===== src/rtl/term_srst_pkg.sv =====
// Package: shared types and defaults for the terminal soft reset sequencer.
// Assumes: a single clock domain and a synchronous active-low reset.
package term_srst_pkg;

    typedef enum logic [1:0] {
        SR_IDLE = 2'd0,
        SR_INIT = 2'd1,
        SR_RD   = 2'd2,
        SR_WR   = 2'd3
    } srst_state_t;

    localparam int unsigned DATA_W_DEF  = 16;
    localparam int unsigned ADDR_W_DEF  = 15;
    localparam int unsigned ENTRIES_DEF = 128;

endpackage


===== src/rtl/term_srst_trig.sv =====
// Module: trigger qualification.
// Combines the host strobe with the mode-command strobe (gated by its option
// bit) and accepts a start only while the sequencer is idle.
// Assumes: both strobes are one cycle wide and synchronous to clk.
module term_srst_trig (
    input  logic idle,
    input  logic host_srst,
    input  logic rt_reset_cmd,
    input  logic cmd_rst_en,
    output logic start
);

    // Start request: any enabled source, accepted only while idle.
    always_comb begin
        start = idle & (host_srst | (rt_reset_cmd & cmd_rst_en));
    end

endmodule


===== src/rtl/term_srst_ctl.sv =====
// Module: sequencer state machine and descriptor index.
// One init cycle, then a read cycle and a write cycle per table entry.
// Assumes: RAM read data is valid in the cycle after the read is issued.
module term_srst_ctl
    import term_srst_pkg::*;
#(
    parameter int unsigned ENTRIES = ENTRIES_DEF,
    localparam int unsigned IDX_W  = (ENTRIES > 1) ? $clog2(ENTRIES) : 1
) (
    input  logic             clk,
    input  logic             rst_n,
    input  logic             start,
    output srst_state_t      state,
    output logic [IDX_W-1:0] idx
);

    localparam logic [IDX_W-1:0] LAST_IDX = IDX_W'(ENTRIES - 1);

    // State and index update; the index advances after each write.
    always_ff @(posedge clk) begin
        if (!rst_n) begin
            state <= SR_IDLE;
            idx   <= '0;
        end else begin
            unique case (state)
                SR_IDLE: begin
                    if (start) begin
                        state <= SR_INIT;
                        idx   <= '0;
                    end
                end
                SR_INIT: state <= SR_RD;
                SR_RD:   state <= SR_WR;
                SR_WR: begin
                    if (idx == LAST_IDX) begin
                        state <= SR_IDLE;
                    end else begin
                        state <= SR_RD;
                        idx   <= idx + 1'b1;
                    end
                end
                default: state <= SR_IDLE;
            endcase
        end
    end

endmodule


===== src/rtl/term_srst_port.sv =====
// Module: descriptor RAM port driver.
// Forms the control-word address from the index and writes back the read
// data with the flag mask cleared.
// Assumes: word-addressed RAM, control words spaced 2**STRIDE_LOG2 apart.
module term_srst_port
    import term_srst_pkg::*;
#(
    parameter int unsigned  DATA_W      = DATA_W_DEF,
    parameter int unsigned  ADDR_W      = ADDR_W_DEF,
    parameter int unsigned  IDX_W       = 7,
    parameter int unsigned  STRIDE_LOG2 = 2,
    parameter logic [31:0]  TABLE_BASE  = 32'h0000_0200,
    parameter logic [31:0]  FLAG_MASK   = 32'h0000_00F0
) (
    input  srst_state_t       state,
    input  logic [IDX_W-1:0]  idx,
    input  logic [DATA_W-1:0] mem_rdata,
    output logic              mem_en,
    output logic              mem_we,
    output logic [ADDR_W-1:0] mem_addr,
    output logic [DATA_W-1:0] mem_wdata
);

    localparam logic [ADDR_W-1:0] BASE_A = TABLE_BASE[ADDR_W-1:0];
    localparam logic [DATA_W-1:0] MASK_D = FLAG_MASK[DATA_W-1:0];

    // Access control: read in SR_RD, write in SR_WR, quiet otherwise.
    always_comb begin
        mem_en    = (state == SR_RD) || (state == SR_WR);
        mem_we    = (state == SR_WR);
        mem_addr  = BASE_A + (ADDR_W'(idx) << STRIDE_LOG2);
        mem_wdata = mem_rdata & ~MASK_D;
    end

endmodule


===== src/rtl/term_srst_pins.sv =====
// Module: pin gating and register reload strobes.
// Holds the status pins low during reset, drives ready and execution enable,
// and pulses the reload strobes during the init cycle.
// Assumes: register blocks take the load strobes as synchronous write enables.
module term_srst_pins
    import term_srst_pkg::*;
#(
    parameter int unsigned DATA_W    = DATA_W_DEF,
    parameter int unsigned KEEP_BIT  = 5,
    parameter logic [31:0] DBASE_RST = 32'h0000_0200
) (
    input  srst_state_t       state,
    input  logic              run_en,
    input  logic              core_active,
    input  logic              core_msg_irq,
    input  logic              core_hw_irq,
    input  logic [DATA_W-1:0] bitw_cur,
    output logic              rdy,
    output logic              busy,
    output logic              active_o,
    output logic              msg_irq_o,
    output logic              hw_irq_o,
    output logic              exec_o,
    output logic              codec_clr,
    output logic              regs_clr,
    output logic              dbase_ld,
    output logic [DATA_W-1:0] dbase_val,
    output logic              bitw_ld,
    output logic [DATA_W-1:0] bitw_val
);

    localparam logic [DATA_W-1:0] KEEP_MASK = DATA_W'(1) << KEEP_BIT;

    // Pin gating: status pins and execution are forced low while busy.
    always_comb begin
        busy      = (state != SR_IDLE);
        rdy       = !busy;
        active_o  = core_active  & !busy;
        msg_irq_o = core_msg_irq & !busy;
        hw_irq_o  = core_hw_irq  & !busy;
        exec_o    = run_en & !busy;
    end

    // Reload strobes: all fire together in the single init cycle.
    always_comb begin
        codec_clr = (state == SR_INIT);
        regs_clr  = (state == SR_INIT);
        dbase_ld  = (state == SR_INIT);
        bitw_ld   = (state == SR_INIT);
        dbase_val = DBASE_RST[DATA_W-1:0];
        bitw_val  = bitw_cur & KEEP_MASK;
    end

endmodule


===== src/rtl/term_soft_reset.sv =====
// Module: top of the terminal soft reset sequencer.
// Qualifies triggers, runs the init cycle, sweeps the descriptor control
// words and gates the terminal pins until the sweep is complete.
// Assumes: single-port descriptor RAM with a one-cycle read latency.
module term_soft_reset
    import term_srst_pkg::*;
#(
    parameter int unsigned DATA_W      = DATA_W_DEF,
    parameter int unsigned ADDR_W      = ADDR_W_DEF,
    parameter int unsigned ENTRIES     = ENTRIES_DEF,
    parameter int unsigned STRIDE_LOG2 = 2,
    parameter logic [31:0] TABLE_BASE  = 32'h0000_0200,
    parameter logic [31:0] FLAG_MASK   = 32'h0000_00F0,
    parameter int unsigned KEEP_BIT    = 5
) (
    input  logic              clk,
    input  logic              rst_n,
    input  logic              host_srst,
    input  logic              rt_reset_cmd,
    input  logic              cmd_rst_en,
    input  logic              run_en,
    input  logic              core_active,
    input  logic              core_msg_irq,
    input  logic              core_hw_irq,
    input  logic [DATA_W-1:0] bitw_cur,
    input  logic [DATA_W-1:0] mem_rdata,
    output logic              rdy,
    output logic              busy,
    output logic              active_o,
    output logic              msg_irq_o,
    output logic              hw_irq_o,
    output logic              exec_o,
    output logic              codec_clr,
    output logic              regs_clr,
    output logic              dbase_ld,
    output logic [DATA_W-1:0] dbase_val,
    output logic              bitw_ld,
    output logic [DATA_W-1:0] bitw_val,
    output logic              mem_en,
    output logic              mem_we,
    output logic [ADDR_W-1:0] mem_addr,
    output logic [DATA_W-1:0] mem_wdata
);

    localparam int unsigned IDX_W = (ENTRIES > 1) ? $clog2(ENTRIES) : 1;

    srst_state_t      state;
    logic [IDX_W-1:0] idx;
    logic             start;

    term_srst_trig u_trig (
        .idle         (state == SR_IDLE),
        .host_srst    (host_srst),
        .rt_reset_cmd (rt_reset_cmd),
        .cmd_rst_en   (cmd_rst_en),
        .start        (start)
    );

    term_srst_ctl #(.ENTRIES(ENTRIES)) u_ctl (
        .clk   (clk),
        .rst_n (rst_n),
        .start (start),
        .state (state),
        .idx   (idx)
    );

    term_srst_port #(
        .DATA_W      (DATA_W),
        .ADDR_W      (ADDR_W),
        .IDX_W       (IDX_W),
        .STRIDE_LOG2 (STRIDE_LOG2),
        .TABLE_BASE  (TABLE_BASE),
        .FLAG_MASK   (FLAG_MASK)
    ) u_port (
        .state     (state),
        .idx       (idx),
        .mem_rdata (mem_rdata),
        .mem_en    (mem_en),
        .mem_we    (mem_we),
        .mem_addr  (mem_addr),
        .mem_wdata (mem_wdata)
    );

    term_srst_pins #(
        .DATA_W    (DATA_W),
        .KEEP_BIT  (KEEP_BIT),
        .DBASE_RST (TABLE_BASE)
    ) u_pins (
        .state        (state),
        .run_en       (run_en),
        .core_active  (core_active),
        .core_msg_irq (core_msg_irq),
        .core_hw_irq  (core_hw_irq),
        .bitw_cur     (bitw_cur),
        .rdy          (rdy),
        .busy         (busy),
        .active_o     (active_o),
        .msg_irq_o    (msg_irq_o),
        .hw_irq_o     (hw_irq_o),
        .exec_o       (exec_o),
        .codec_clr    (codec_clr),
        .regs_clr     (regs_clr),
        .dbase_ld     (dbase_ld),
        .dbase_val    (dbase_val),
        .bitw_ld      (bitw_ld),
        .bitw_val     (bitw_val)
    );

endmodule


===== config.mk =====
export PLATFORM = sky130hd
export DESIGN_NAME = term_soft_reset
export DESIGN_NICKNAME = d
export VERILOG_FILES = /design/src/rtl/term_srst_pkg.sv /design/src/rtl/term_srst_trig.sv /design/src/rtl/term_srst_ctl.sv /design/src/rtl/term_srst_port.sv /design/src/rtl/term_srst_pins.sv /design/src/rtl/term_soft_reset.sv
export SDC_FILE = /design/constraint.sdc
export NUM_CORES = 1
export LEC_CHECK = 0
export ABC_CLOCK_PERIOD_IN_PS = 1500
export BUFFER_PORTS_ARGS = -buffer_cell sky130_fd_sc_hd__buf_2
export CAP_MARGIN = 20
export CORE_MARGIN = 1
export CORE_UTILIZATION = 35
export DETAILED_ROUTE_END_ITERATION = 16
export PLACE_DENSITY = 0.8
export SYNTH_ARGS = -nofsm -noshare
export SYNTH_HDL_FRONTEND = slang
export SYNTH_HIERARCHICAL = 1
export SYNTH_SLANG_ARGS = --single-unit

===== constraint.sdc =====
create_clock -name clk -period 1.5 [get_ports clk]
set_input_delay 0.15 -clock clk [delete_from_list [all_inputs] [get_ports clk]]
set_output_delay 0.15 -clock clk [all_outputs]
set_load 0.03 [all_outputs]

; ---- Word-level counts from Yosys, hierarchy flattened
; Cells that the tools add are included.
[totals]
reg_bits = 9
out_inout_bits = 75
elab_cells = 29
[classes]
add_sub_neg = 2
eq_ne = 6
muxes = 6
bitwise_logic = 7
reduce_logical = 6
[ops]
columns = op, count
row1 = two-way mux 7 bit, 2
row2 = case mux 7 bit (2 select lines), 1
row3 = "adder 10 x 9 -> 11 bit, first input constant", 1
row4 = case mux 2 bit (4 select lines), 1
row5 = "adder 7 x 1 -> 7 bit, second input constant", 1
row6 = "equality test 7 bit, second input constant", 1
row7 = bitwise AND 1 bit, 6
row8 = "equality test 2 bit, second input constant", 2
row9 = two-way mux 2 bit, 2
row10 = "inequality test 2 bit, second input constant", 2
row11 = nonzero test 2 bit, 2
row12 = AND reduction 3 bit, 1
row13 = "equality test 2 x 1 -> 1 bit, second input constant", 1
row14 = zero test 2 bit, 1
row15 = zero test 1 bit, 1
row16 = logical OR 1 bit, 1
row17 = OR 1 bit, 1

; ---- Logic depth before layout (Yosys ltp)
; Gate-level depths: netlist of run 1.
[depth]
ltp_word = 5
ltp_mapped = 5

; ---- By module
; Netlist of run 1, hierarchy kept.
[modules_own_cells]
columns = module, instances, cells_per_inst, area_each_um2, seq_area_each_um2
row1 = term_srst_ctl, 1, 55, 489.2, 180.2
row2 = term_srst_pins, 1, 44, 316.6, 0.0
row3 = term_srst_port, 1, 35, 250.2, 0.0
row4 = term_srst_trig, 1, 2, 11.3, 0.0
row5 = term_soft_reset, 1, 1, 3.8, 0.0

; ---- Worst setup path after synthesis of run 1
; Ideal clock, no wire load.
[synth_path]
path_type = register to output
startpoint = register u_ctl.state[0]
endpoint = output port codec_clr
t_arrival_ns = 1.360
t_required_ns = 1.350
setup_slack_ns = -0.010
stages_incl_launch_ff = 3
n_path_buf = 1
path_cell_list = dfxtp_1 > nor2b_1 > buf_4
[synth_between]
elab_chain_cells = 1
[synth_lines]
columns = element, line
row1 = from (decl), term_srst_ctl.sv:13  ; output srst_state_t state,
row2 = from (signal assigned), term_srst_ctl.sv:22  ; state <= SR_IDLE;
row3 = from (signal assigned), term_srst_ctl.sv:28  ; state <= SR_INIT;
row4 = from (signal assigned), term_srst_ctl.sv:32  ; SR_INIT: state <= SR_RD;
row5 = equality test 2 x 1 -> 1 bit, -
row6 = to (decl), term_soft_reset.sv:33  ; output logic codec_clr,
; Every way passes these cells.

; ---- Worst setup path in the final report of run 1
[layout_path]
startpoint = register u_ctl.state[1]
endpoint = output port msg_irq_o
[layout_between]
elab_chain_cells = 3
[layout_lines]
columns = element, line
row1 = nonzero test 2 bit, term_srst_pins.sv:36  ; busy = (state != SR_IDLE);
row2 = zero test 1 bit, term_srst_pins.sv:39  ; msg_irq_o = core_msg_irq & !busy;
row3 = bitwise AND 1 bit, term_srst_pins.sv:39
row4 = to (decl), term_soft_reset.sv:30  ; output logic msg_irq_o,
; Every way passes these cells.

==> results.md, run 1 <==
* Hold slack at 0.225 ns
* Clk buf depth at 2
* Worst slack, placed at 0.172 ns
* Final worst slack at 0.161 ns
* WHS Endpoint: u_ctl/idx[2]
* Final setup viols at 0
* DP HPWL at 1240 um
* Switching pwr at 447 uW
* Internal at 453 uW
* Most Crowded Layer GR: met2
* Slowest CP cell: dfxtp_1
* Commonest non-fill, non-tap cell in the layout: conb_1
* ANT cells at 0
* Worst path cell trace: buf_4 > nor3b_1 > buf_2
* CTS sink cnt at 9
* PD cells at 945 nW/um^2
* VDD IR max at 344 uV
* Most frequent cells in the layout: conb_1 (43), buf_2 (27), dfxtp_1 (9)
* Post-route clock skew at 0.00279 ns
* Vias per inst at 3.96
* Unrepaired setup endpoints after global routing: false
* Die extent in y at 57.3 um
* Worst hold start: rst_n
* Clk_lat worst skew at 0.26 ns
* Clock edge transition at the registers on the reported setup and hold paths at 0.06 ns
* Sequential Power Share at 0.284
* H-Tree Depth at 1
* GP Congestion at 0.797
* Met3 usage at 0.0385
* Mapped Avg Cell Area at 7.82 um^2
* Root Buffer: clkbuf_4
* CTS Buf Count at 3
* Critical path startpoint category: flop
* Slew Viols, Final at 0
* Worst r2r src: u_ctl/idx[1]
* Vias in the first global route at 549
* Sequential element share of the synthesized area at 0.168
* Drt wl/cell at 9.16 um
* Resized cells post-CTS at 0
* Maxcap violations at 0
* Combinational Power Share at 0.507
* Share of post-route cells with drive strength above 1 at 0.308
* Met2 usage at 0.150
* Cell family with most CP delay: buffers and inverters
* Initial Utilization at 0.379
* Proportion of netlist area held by the largest area contributor at 0.463
* DR vias at 689
* Tot GR Track Use at 0.0958
* GRT Residual Overflow at 0
* Initial drt markers at 54
* Hold crit path type: primary input to flop
* Die Area at 3290 um^2
* Worst Setup SP: u_ctl/state[1]
* Crit path required time at 1.35 ns
* Worst setup EP type: output port
* First-pass GRT wire length at 2450 um
* DRT Pass-1 Iters at 12
* CP Buf/Inv Count at 2
* Leak at 0.000504 uW
* Fin. Hold Viols at 0
* Reg2Reg Depth at 5
* R2r endpoint: u_ctl/idx[4]
* Syn Inst Count at 137
* Final period util at 0.893
* Ys Warns at 6
* Initial antenna violation count at 0
* CTS tree: built
* Number of remaining DRC errors at 3
* Clock share of power at 0.210
* CP Class: flop to output port
* Fmax achieved at 0.747 GHz
* Area Overhead vs Synth at -11.1%
* Register bit total from synthesis at 9
* Failing checks: design-rule violations
* Drt total wl at 1590 um
* Outcome: finished, violations left
* Post-CTS setup buffers at 0
* Switching Share at 0.497
* Core Region at 2830 um^2
* Fin Setup TNS at 0 ns
* Post-synth cell types at 34
* R2r setup slk at 0.17 ns
* Port Buffers at 27
* Die Wd at 57.3 um
* Hold Crit Depth at 3
* Row cnt at 19
* Met1 Track Usage GR at 0.118
* Crit path arrival time at 1.19 ns
* Cell Area, Synth at 1070 um^2
* Boundary Pins at 116
* Crit Path Max Fanout at 13
* Final #Nets at 186
* Synth area leaders: buf_4 (46%), dfxtp_1 (17%), nor3b_1 (3.5%), a21oi_1 (2.3%), mux2i_1 (1.9%)
* Largest net degree at the start of global routing at 15
* Hold-fix buffers at CTS at 0
* Area leader, netlist: buf_4
* Final min period at 1.34 ns
* Routed Antenna Nets at 0
* Max stage delay on crit path at 0.34 ns
logic make-up (layout without fill, tap and decap cells):
kind of cell / Yosys count / count (layout) / share of synthesized area
AOI/OAI and AO/OA: 17 / 17 / 0.106
xor gates and xnor gates: 1 / 1 / 0.00818
adders and majority gates: 1 / 1 / 0.0117
buffers and inverters: 70 / 37 / 0.479
DFF: 9 / 9 / 0.168
muxes: 3 / 3 / 0.0327
other: 4 / 43 / 0.0140
and+or+nand+nor: 32 / 32 / 0.180
worst register-to-register path, delay by kind of cell, from the launching register on:
kind / cells / cell delay (ns)
adder cells (fa/ha/maj): 1 / 0.23
AO/OA/AOI/OAI: 2 / 0.33
AND/OR/NAND/NOR: 2 / 0.33
flip-flops: 1 / 0.36
per-stage QoR:
| stage | power [uW] | utilization | instances | cell area (um^2) |
|---|---|---|---|---|
| 2_1_floorplan | 792 | - | 176 | 1220 |
| 3_3_place_gp | 712 | 0.327 | 170 | 926 |
| 3_5_place_dp | 715 | 0.327 | 170 | 926 |
| 4_1_cts | 906 | 0.337 | 174 | 952 |
| 5_1_grt | 957 | 0.337 | 174 | 952 |
| 6_report | 900 | 0.337 | 174 | 952 |
synthesized netlist by cell type (all sizes together):
master and count:
buf 68, dfxtp 9, nor2 6, nor3b 6
o21ai 6, a21oi 5, nand2 5, conb 4
nand3 4, a31oi 2, and3 2, clkbuf 2
mux2i 2, nand4 2, nor2b 2, a41oi 1
and2 1, ha 1, mux2 1, nand2b 1
nand4b 1, nor4b 1, o211ai 1, o21a 1
o22ai 1, or2 1, xor2 1
registers in the layout (all words and copies together), names as in the netlist:
signal       cells
u_ctl/idx        7
u_ctl/state      2
power by group through the flow:
stage	combinational (uW)	clock (uW)	sequential, uW
floorplan	519	0	272
global placement	452	0	260
detailed placement	455	0	261
CTS	455	196	255
global route	487	213	256
finish	456	189	255
layer usage:
layer / up-vias / wire (um)
li1: 359 / -
met1: 287 / 698
met2: 39 / 771
met3: 4 / 112
met4: 0 / 10
met5: - / 0
cell type report:
cell class / count / area [um^2]
Fill cell: 314 / 1880
Tap cell: 31 / 38.8
Clock buffer: 4 / 26.3
Timing Repair Buffer: 33 / 180
Multi-Input combinational cell: 97 / 527
Sequential cell: 9 / 180
how the worst max path moves through the flow:
stage | cells after the start | slack [ns] | end
floorplan | 1 | 0.19 | active_o
global placement | 5 | 0.19 | u_ctl/idx[0]
detailed placement | 5 | 0.17 | u_ctl/idx[0]
CTS | 3 | 0.15 | active_o
global route | 5 | 0.05 | u_ctl/idx[4]
finish | 3 | 0.16 | msg_irq_o
(Power assumes the default switching activity.)
==> run 2: changes to the inputs <==
Settings changed: ABC_AREA from default to 1, CORE_UTILIZATION 35 to 34, PLACE_DENSITY 0.8 to 0.79.
==> results.md, run 2 <==
* Row cnt at 19
* Post-route clock skew at 0.00329 ns
* Post-synth ARST share at 0
* Number of remaining DRC errors at 2
* Max reg flops at 7
* Sequential element share of the synthesized area at 0.170
* Largest net degree at the start of global routing at 10
* Hold crit path type: primary input to flop
* Outcome: finished, violations left
* Storage cell area at 180 um^2
* Synth area leaders: buf_4 (47%), dfxtp_1 (17%), nand2_1 (5.7%), nor2_1 (5.7%), inv_1 (4.3%)
* Area Overhead vs Synth at -13.0%
* Most flop-heavy register: u_ctl/idx
* Boundary Pins at 116
* Filler cells at 308
* Register bit total from synthesis at 9
* Vias per inst at 3.77
* Die Area at 3340 um^2
* H-Tree Depth at 1
* First-pass GRT wire length at 2010 um
* PD cells at 1010 nW/um^2
* Maxcap violations at 0
* ANT cells at 0
* Worst hold start: rst_n
* Clock share of power at 0.208
* Worst r2r src: u_ctl/idx[1]
* Leak at 0.000546 uW
* Ys Warns at 6
* Proportion of netlist area held by the largest area contributor at 0.468
* CTS tree: built
* Most frequent cells in the layout: conb_1 (43), buf_2 (27), nor2_1 (16), nand2_1 (16), inv_1 (12)
* Post-synth cell types at 22
* DRT Pass-1 Iters at 12
* Crit Path Max Fanout at 9
* CTS Buf Count at 3
* Fin Setup TNS at 0 ns
* Drt wl/cell at 7.66 um
* Syn Inst Count at 155
* Tot GR Track Use at 0.0790
* Unrepaired setup endpoints after global routing: false
* Final min period at 1.34 ns
* Die Wd at 57.8 um
* Commonest non-fill, non-tap cell in the layout: conb_1
* DP HPWL at 1210 um
* VDD IR max at 187 uV
* Multi-input gate area at 465 um^2
* Core Region at 2850 um^2
* Combinational Power Share at 0.503
* Slew Viols, Final at 0
* Final setup viols at 0
* Final worst slack at 0.157 ns
* WHS Endpoint: u_ctl/idx[5]
* Most frequent cell after synthesis: buf_4
* R2r setup slk at 0.16 ns
* GP Congestion at 0.776
* GRT Residual Overflow at 0
* Most frequent cells after synthesis: buf_4 (66), nand2_1 (16), nor2_1 (16), inv_1 (12), dfxtp_1 (9)
* Cell Area, Synth at 1060 um^2
* Post-synth EDFFs at 0
* Port Buffers at 27
* Internal at 452 uW
* Area leader, netlist: buf_4
* R2r endpoint: u_ctl/idx[3]
* DR vias at 721
* Initial antenna violation count at 0
* Worst slack, placed at 0.148 ns
* Final #Nets at 203
* Die extent in y at 57.8 um
* Post-CTS setup buffers at 0
* Initial Utilization at 0.371
* Clock edge transition at the registers on the reported setup and hold paths at 0.06 ns
* Worst path cell trace: ha_1 > nand2_2 > nor2_4 > nand2_2 > nand2_4 > nand2_4 > a21oi_1 > nor2_1
* Root Buffer: clkbuf_4
* CTS sink cnt at 9
* Mapped Avg Cell Area at 6.83 um^2
* Final period util at 0.896
* Critical path startpoint category: flop
* Initial drt markers at 10
* Reg2Reg Depth at 8
* Primary FF master, synth: dfxtp_1
* Crit path arrival time at 1.51 ns
* Clk buf depth at 2
* Worst setup EP type: flop
* Sequential Power Share at 0.289
* Clk_lat worst skew at 0.26 ns
* Switching pwr at 480 uW
* Drt total wl at 1460 um
* Fmax achieved at 0.744 GHz
* Max stage delay on crit path at 0.39 ns
* Top Registers: u_ctl/idx (7), u_ctl/state (2)
* Resized cells post-CTS at 0
* CP Class: flop to flop
* Share of post-route cells with drive strength above 1 at 0.294
* Failing checks: design-rule violations
* Hold-fix buffers at CTS at 0
* Switching Share at 0.515
* Slowest CP cell: dfxtp_1
* Routed Antenna Nets at 0
* Hold Crit Depth at 3
* Vias in the first global route at 483
* Fin. Hold Viols at 0
* Crit path required time at 1.66 ns
==> run 2: cell count changes after synthesis, sizes merged, moves of 2 or more <==
cell,change
a21oi,+2
a31oi,-2
buf,-2
inv,+16
mux2i,-2
nand2,+18
nor2,+12
nor2b,-2
nor3b,-6
o21ai,-3
==> run 2: how the worst max path moves through the flow <==
stage | from | endpoint | slack [ns] | cells past startpoint
finish | u_ctl/idx[1] | u_ctl/idx[3] | 0.16 | 8
global route | u_ctl/idx[1] | u_ctl/idx[3] | 0.03 | 8
CTS | u_ctl/idx[1] | u_ctl/idx[3] | 0.14 | 8
detailed placement | u_ctl/idx[1] | u_ctl/idx[3] | 0.15 | 8
global placement | u_ctl/idx[1] | u_ctl/idx[3] | 0.18 | 8
floorplan | u_ctl/state[0] | codec_clr | 0.12 | 3
==> run 2: per-layer routing <==
metal	part of all wire	GRT usage	up-vias	routed length, um
li1	-	-	367	-
met1	0.41	0.0930	310	598
met2	0.47	0.121	38	690
met3	0.092	0.0246	6	135
met4	0.027	0.0578	0	40
met5	0	0	-	0
==> run 2: logic make-up (layout without fill, tap and decap cells) <==
group                    Yosys count  in the layout  share of synthesized area
buffers and inverters             83             49                      0.528
AND/OR/NAND/NOR                   47             47                      0.217
AO/OA/AOI/OAI                     11             11                     0.0579
flip-flops                         9              9                      0.170
other                              4             43                     0.0142
adder cells (fa/ha/maj)            1              1                     0.0118
==> run 2: layout make-up <==
| cell class | count | area share |
|---|---|---|
| Clock buffer | 4 | 0.0285 |
| Inverter | 16 | 0.0652 |
| Multi-Input combinational cell | 102 | 0.505 |
| Sequential cell | 9 | 0.196 |
| Tap cell | 31 | 0.0421 |
| Timing Repair Buffer | 29 | 0.163 |
==> run 2: stage by stage <==
stage,utilization,cells,hold slack (ns),instance area [um^2],total power [uW]
2_1_floorplan,-,194,0.275,1200,831
3_3_place_gp,0.314,187,0.300,895,739
3_5_place_dp,0.314,187,0.300,895,743
4_1_cts,0.323,191,0.167,921,942
5_1_grt,0.323,191,0.172,921,989
6_report,0.323,191,0.173,921,932
==> run 2: critical path: cells and delay by family, from the launching register on <==
family | cells | cell delay [ns]
AND/OR/NAND/NOR | 6 | 0.51
flip-flops | 1 | 0.39
AO/OA/AOI/OAI | 1 | 0.14
adder cells (fa/ha/maj) | 1 | 0.21
==> run 2: power by group through the flow <==
stage / Sequential [uW] / Clock (uW) / Combinational, uW
after floorplan: 275 / 0 / 557
after global placement: 275 / 0 / 464
after detailed placement: 275 / 0 / 468
after CTS: 270 / 203 / 469
after global routing: 273 / 215 / 501
final: 269 / 193 / 469
